File: src/rtl/extpin_pkg.sv
package extpin_pkg;

  localparam int DATA_W = 32;
  localparam int PRIO_W = 4;

  localparam logic [2:0] A_SENSE  = 3'd0;
  localparam logic [2:0] A_PRIO   = 3'd1;
  localparam logic [2:0] A_FLAG   = 3'd2;
  localparam logic [2:0] A_MASK   = 3'd3;
  localparam logic [2:0] A_UNMASK = 3'd4;
  localparam logic [2:0] A_MODE   = 3'd5;

  typedef enum logic [3:0] {
    SNS_FALL = 4'd0,
    SNS_RISE = 4'd1,
    SNS_LOW  = 4'd2,
    SNS_HIGH = 4'd3,
    SNS_BOTH = 4'd4
  } sense_e;

  // Low bit of a field of width w belonging to pin p, packed from the top.
  function automatic int field_lsb(input int p, input int w);
    return DATA_W - (p + 1) * w;
  endfunction

  // Bit of pin p in a one-bit-per-pin register for a byte or word access.
  function automatic int flag_pos(input int p, input bit byte_acc);
    return byte_acc ? (7 - p) : (DATA_W - 1 - p);
  endfunction

endpackage

File: src/rtl/extpin_sync.sv
module extpin_sync (
  input  logic clk,
  input  logic rst_n,
  input  logic pin_i,
  output logic lvl_o,
  output logic prev_o
);
  logic meta_q;

  always_ff @(posedge clk or negedge rst_n) begin
    if (!rst_n) begin
      meta_q <= 1'b0;
      lvl_o  <= 1'b0;
      prev_o <= 1'b0;
    end else begin
      meta_q <= pin_i;
      lvl_o  <= meta_q;
      prev_o <= lvl_o;
    end
  end
endmodule

File: src/rtl/extpin_detect.sv
module extpin_detect #(
  parameter int SENSE_W = 4
) (
  input  logic [SENSE_W-1:0] code_i,
  input  logic               lvl_i,
  input  logic               prev_i,
  output logic               hit_o
);
  import extpin_pkg::*;

  logic [3:0] code;
  logic rise, fall;

  assign code = 4'(code_i);
  assign rise = lvl_i & ~prev_i;
  assign fall = ~lvl_i & prev_i;

  always_comb begin
    case (code)
      SNS_FALL: hit_o = fall;
      SNS_RISE: hit_o = rise;
      SNS_LOW:  hit_o = ~lvl_i;
      SNS_HIGH: hit_o = lvl_i;
      SNS_BOTH: hit_o = rise | fall;
      default:  hit_o = 1'b0;
    endcase
  end
endmodule

File: src/rtl/extpin_pend.sv
module extpin_pend #(
  parameter int NUM_PINS = 8
) (
  input  logic                clk,
  input  logic                rst_n,
  input  logic [NUM_PINS-1:0] hit_i,
  input  logic                clr_i,
  input  logic [NUM_PINS-1:0] keep_i,
  output logic [NUM_PINS-1:0] pend_o
);
  logic [NUM_PINS-1:0] kept;

  assign kept = clr_i ? (pend_o & keep_i) : pend_o;

  always_ff @(posedge clk or negedge rst_n) begin
    if (!rst_n) pend_o <= '0;
    else        pend_o <= kept | hit_i;
  end

  for (genvar n = 0; n < NUM_PINS; n++) begin : g_chk
    // a detected event is always latched
    p_event_latched_r3: assert property (@(posedge clk) disable iff (!rst_n)
      hit_i[n] |=> pend_o[n])
      else $error("event on pin %0d not latched", n);
    // a zero written without a concurrent event clears the flag
    p_zero_clears_r5: assert property (@(posedge clk) disable iff (!rst_n)
      (clr_i && !keep_i[n] && !hit_i[n]) |=> !pend_o[n])
      else $error("pin %0d flag survived a clear", n);
  end
endmodule

File: src/rtl/extpin_irq_ctrl.sv
module extpin_irq_ctrl #(
  parameter int NUM_PINS = 8,
  parameter int SENSE_W  = 4,
  parameter int MODE_BIT = 23
) (
  input  logic                clk,
  input  logic                rst_n,
  input  logic [NUM_PINS-1:0] pin_i,
  input  logic [2:0]          reg_addr,
  input  logic                reg_we,
  input  logic                reg_byte,
  input  logic [31:0]         reg_wdata,
  output logic [31:0]         reg_rdata,
  output logic [NUM_PINS-1:0] irq_o,
  output logic                irq_any_o
);
  import extpin_pkg::*;

  localparam int SENSE_USED = NUM_PINS * SENSE_W;
  localparam int PRIO_USED  = NUM_PINS * PRIO_W;

  logic [NUM_PINS-1:0] hit, pend, keep, gate;
  logic [DATA_W-1:0]   sense_img, prio_img, flag_w;
  logic [7:0]          flag_b;
  logic                mode_q, flag_clr;

  assign flag_clr = reg_we && (reg_addr == A_FLAG);

  always_ff @(posedge clk or negedge rst_n) begin
    if (!rst_n)                              mode_q <= 1'b0;
    else if (reg_we && reg_addr == A_MODE)   mode_q <= reg_wdata[MODE_BIT];
  end

  for (genvar n = 0; n < NUM_PINS; n++) begin : g_pin
    localparam int SL   = field_lsb(n, SENSE_W);
    localparam int PL   = field_lsb(n, PRIO_W);
    localparam int WPOS = flag_pos(n, 1'b0);
    localparam int BPOS = flag_pos(n, 1'b1);

    logic [SENSE_W-1:0] sense_q;
    logic [PRIO_W-1:0]  prio_q;
    logic               mask_q, wbit, lvl, prev;

    assign wbit = reg_byte ? reg_wdata[BPOS] : reg_wdata[WPOS];

    always_ff @(posedge clk or negedge rst_n) begin
      if (!rst_n) begin
        sense_q <= '0;
        prio_q  <= '0;
        mask_q  <= 1'b1;
      end else if (reg_we) begin
        case (reg_addr)
          A_SENSE:  sense_q <= reg_wdata[SL +: SENSE_W];
          A_PRIO:   prio_q  <= reg_wdata[PL +: PRIO_W];
          A_MASK:   if (wbit) mask_q <= 1'b1;
          A_UNMASK: if (wbit) mask_q <= 1'b0;
          default:  ;
        endcase
      end
    end

    extpin_sync u_sync (
      .clk(clk), .rst_n(rst_n), .pin_i(pin_i[n]), .lvl_o(lvl), .prev_o(prev)
    );

    extpin_detect #(.SENSE_W(SENSE_W)) u_det (
      .code_i(sense_q), .lvl_i(lvl), .prev_i(prev), .hit_o(hit[n])
    );

    assign keep[n] = wbit;
    assign gate[n] = pend[n] & ~mask_q & (|prio_q);
    assign irq_o[n] = gate[n] & mode_q;

    assign sense_img[SL +: SENSE_W] = sense_q;
    assign prio_img[PL +: PRIO_W]   = prio_q;
    assign flag_w[WPOS]             = pend[n];
    assign flag_b[BPOS]             = pend[n];

    // a mask write with this pin's bit set silences it next cycle
    p_mask_silences_r6: assert property (@(posedge clk) disable iff (!rst_n)
      (reg_we && reg_addr == A_MASK && wbit) |=> !irq_o[n])
      else $error("pin %0d active after mask", n);
    // a zero priority field blocks the pin output
    p_prio_zero_blocks_r7: assert property (@(posedge clk) disable iff (!rst_n)
      (reg_we && reg_addr == A_PRIO && reg_wdata[PL +: PRIO_W] == '0) |=> !irq_o[n])
      else $error("pin %0d active with zero priority", n);
  end

  if (SENSE_USED < DATA_W) begin : g_sense_pad
    assign sense_img[DATA_W-SENSE_USED-1:0] = '0;
  end
  if (PRIO_USED < DATA_W) begin : g_prio_pad
    assign prio_img[DATA_W-PRIO_USED-1:0] = '0;
  end
  assign flag_w[DATA_W-NUM_PINS-1:0] = '0;
  if (NUM_PINS < 8) begin : g_flag_pad
    assign flag_b[7-NUM_PINS:0] = '0;
  end

  assign irq_any_o = |gate;

  extpin_pend #(.NUM_PINS(NUM_PINS)) u_pend (
    .clk(clk), .rst_n(rst_n), .hit_i(hit), .clr_i(flag_clr),
    .keep_i(keep), .pend_o(pend)
  );

  always_comb begin
    reg_rdata = '0;
    case (reg_addr)
      A_SENSE: reg_rdata = sense_img;
      A_PRIO:  reg_rdata = prio_img;
      A_FLAG:  reg_rdata = reg_byte ? {24'd0, flag_b} : flag_w;
      A_MODE:  reg_rdata[MODE_BIT] = mode_q;
      default: reg_rdata = '0;
    endcase
  end

  // clearing the mode bit holds every per-pin output low
  p_mode_off_r9: assert property (@(posedge clk) disable iff (!rst_n)
    (reg_we && reg_addr == A_MODE && !reg_wdata[MODE_BIT]) |=> (irq_o == '0))
    else $error("pin output active with mode bit cleared");
  // any per-pin output implies the combined output
  p_any_covers_r8: assert property (@(posedge clk) disable iff (!rst_n)
    (|irq_o) |-> irq_any_o)
    else $error("combined output missing");
endmodule

File: config.mk
export PLATFORM = sky130hd
export DESIGN_NAME = extpin_irq_ctrl
export DESIGN_NICKNAME = d
export VERILOG_FILES = /design/src/rtl/extpin_pkg.sv /design/src/rtl/extpin_sync.sv /design/src/rtl/extpin_detect.sv /design/src/rtl/extpin_pend.sv /design/src/rtl/extpin_irq_ctrl.sv
export SDC_FILE = /design/constraint.sdc
export NUM_CORES = 1
export LEC_CHECK = 0
export ABC_CLOCK_PERIOD_IN_PS = 1690
export BUFFER_PORTS_ARGS = -buffer_cell sky130_fd_sc_hd__buf_2
export CAP_MARGIN = 5
export CORE_MARGIN = 3
export CORE_UTILIZATION = 45
export DETAILED_ROUTE_END_ITERATION = 10
export HOLD_SLACK_MARGIN = 0.15
export PLACE_DENSITY_LB_ADDON = 0.1
export SYNTH_ARGS = -nofsm -noshare
export SYNTH_HDL_FRONTEND = slang
export SYNTH_SLANG_ARGS = --single-unit
File: constraint.sdc
create_clock -name clk -period 1.69 [get_ports clk]
set_clock_uncertainty 0.2 [all_clocks]
set_input_delay 0.0845 -clock clk [delete_from_list [all_inputs] [get_ports clk]]
set_output_delay 0.0845 -clock clk [all_outputs]
set_load 0.02 [all_outputs]
==> flow_summary.toml <==
[global_routing]
grt_max_degree = 72
grt_pass1_wl_um = 21810
antenna_found_initial = 0
grt_pass1_vias = 4210
grt_usage = 0.2205
grt_remaining_overflow = 0

[worst_setup_path]
r2r-start = "g_pin[3].u_sync.lvl_o"
worstPathMaxFanout = 3
r2r_cells = 6
r2r_end = "u_pend.pend_o[3]"
crit_path_start_kind = "flip-flop"
required_ns = 1.41
setup.worst_path.end_class = "primary output"
critPathKind = "flip-flop to primary output"
cpMostUsedCell = "nor4_1"
crit_path_max_incr_delay_ns = 0.39
crit_start = "g_pin[7].prio_q[0]"
cp_cell_sequence = "nor4_1, nor3b_1, nor4_1, nand2_1, buf_2"
critical_path_arrival_ns = 1.79
critPathSlowestCell = "dfrtp_1"
regToRegSetupSlack_ns = 0.07

[drt]
drt_first_pass_iters = 5
drt_iter0_markers = 349
drc = 0
wl_per_cell_um = 18.84
antenna_left = 0
wl_um = 13560
routed_via_density = 5.547
vias = 3994

[power]
ir_drop_uv = 810.3
power_uw = 7536
powerDensity_mw_per_mm2 = 1076
leakagePower_uw = 0.003286

[sta]
timing.final.ws_setup_ns = -0.3866
hold_viol = 0
min_period_ns = 2.077
max_freq_ghz = 0.4815
post-route-period-util = 1.229
setup_violations = 17
rsz0062_at_grt = "yes"
worst_pin_slew_ns = 0.5067
fin_tns_setup_ns = -1.594
drv_slew = 0
maxSlewHeadroom = 0.6608

[synthesis]
synth_edf_count = 0
syn_area_per_cell_um2 = 12.64
syn_nets = 468
synth.cell_area_mm2 = 0.005120
synth-seq-cells = 105
synth.lib_cells_used.distinct = 42
synth_flop_cell = "dfrtp_1"
synth_cells = 405
seq_area_frac_synth = 0.5152
yosys_warnings = 0
async_flop_share = 1.000

[run_status]
violations = "setup timing"
status = "complete, but fails checks"

[die]
die_h_um = 112.7
die_area_mm2 = 0.01269
core_mm2 = 0.01098
start_util = 0.4662
ios = 88
chipWidth_um = 112.7
rows = 38

[clock_network]
numCtsBuffers = 9
cts_root_buf = "clkbuf_16"
clk-insertion-delay-late_ns = 0.35
htreeDepth = 3
clock-sinks = 105
cts_tree = "built"
clock_path_buffers = 2
path_clk_slew_ns = 0.07

[place]
dp.cells = 648
routabilityCongestion = 0.8381
dpl.hpwl_um = 8908
place_ws_ns = -0.09244
portBuffers = 87

[flow_run]
maxCapViolCount = 0

[final_layout]
layout_commonest_cell = "dfrtp_1"
utilization = 0.6378
drive_above_1_share = 0.4086
n_antenna_cell = 0
syn_to_final_growth_pct = 36.83
instances_no_fill = 720
layout.nets = 638
final_cell_mix = "dfrtp_1 (93), buf_2 (73), dlygate4sd3_1 (45)"

[hold_path]
min_to = "g_pin[6].u_sync.lvl_o"
hp-class = "flip-flop to flip-flop"
worstHoldStart = "g_pin[6].u_sync.meta_q"
min_path_cells = 0
layout make-up:
type | count | area (um2)
fill | 887 | 3978
sequential | 105 | 2643
multi-input combinational | 246 | 2352
timing repair buffer | 180 | 1438
clock buffer | 12 | 246.5
tap | 140 | 175.2
inverter | 33 | 123.9
clock inverter | 4 | 27.53
cell usage after synthesis (2+ instances only):
cell      number  area, um2
and2_1        10      62.56
xnor2_1        2      17.52
dfstp_2        8      210.2
xor2_1         4      35.03
nor2b_1        4      25.02
buf_2          3      15.01
nand3b_1       2      15.01
ha_1          16      200.2
nor2_1        11      41.29
inv_1         33      123.9
mux2_4        10      150.1
clkbuf_1       9      33.78
a41oi_1        8      70.07
o311ai_0       2      17.52
mux2_1        22      247.7
a21oi_1       19      95.09
mux2i_1        5      50.05
a22o_1        15      131.4
nor4_1        10      62.56
nor4b_1        5      43.79
a222oi_1      16      160.2
buf_6          6      67.56
mux2_2        42      473.0
o21ai_0       13      65.06
buf_4          3      22.52
a211o_1        4      35.03
nand3_1        3      15.01
nor3b_1       10      75.07
dfrtp_1       97       2427
registers in the layout, indices dropped and copies added (netlist names):
signal	count
g_pin.prio_q	32
g_pin.sense_q	32
g_pin.mask_q	8
g_pin.u_sync.lvl_o	8
g_pin.u_sync.meta_q	8
g_pin.u_sync.prev_o	8
u_pend.pend_o	8
mode_q	1
worst max path at each step:
stage,to,slack (ns),cells past startpoint
detailed placement,irq_any_o,-0.09,5
global placement,irq_any_o,-0.07,5
global route,irq_any_o,-0.48,5
CTS,irq_any_o,-0.38,5
floorplan,g_pin[0].sense_q[0],0.16,6
finish,irq_any_o,-0.39,5
cell families (layout without fill, tap and decap cells):
| logic type | Yosys count | in the layout | synth area share |
|---|---|---|---|
| AO/OA/AOI/OAI | 82 | 82 | 0.1217 |
| XOR/XNOR | 6 | 6 | 0.01026 |
| adder cells (fa/ha/maj) | 16 | 16 | 0.03910 |
| buffers and inverters | 54 | 229 | 0.05132 |
| flip-flops | 105 | 105 | 0.5152 |
| multiplexers | 79 | 79 | 0.1799 |
| AND/OR/NAND/NOR | 63 | 63 | 0.08260 |
worst max-delay path, delay by kind of cell, from the launching register on:
family | cells | cell delay [ns]
buffers and inverters | 1 | 0.18
and+or+nand+nor | 4 | 0.87
DFF | 1 | 0.39
power by group:
group	internal, uW	switching, uW	leakage, uW
Clock	1040	937	0.000137
Combinational	1150	858	0.00193
Sequential	3030	524	0.00122
Total	5220	2320	0.00329
metal layers:
layer	global-route usage	wire, um	vias up
met3	0.06685	812	18
met1	0.2778	5738	2008
li1	-	-	1842
met2	0.3673	6796	126
met5	0	0	-
met4	0.06490	216	0
through the flow:
| stage | hold slack (ns) | instance area [um2] |
|---|---|---|
| after CTS | 0.1514 | 6905 |
| after floorplan | -0.4111 | 5120 |
| after global routing | 0.1544 | 7005 |
| after detailed placement | -0.1202 | 5948 |
| after global placement | -0.1232 | 5948 |
| final | 0.1498 | 7005 |
what timing repair did:
item | 4_1_cts | 5_1_grt
setup buffers | 6 | 3
pin swaps | 16 | 14
endpoints found under the hold margin | 194 | 0
endpoints found under the setup margin | 23 | 39
gates resized for setup | 41 | 22
hold buffers | 47 | 0
No activity file was read; power rests on OpenSTA's default activity.
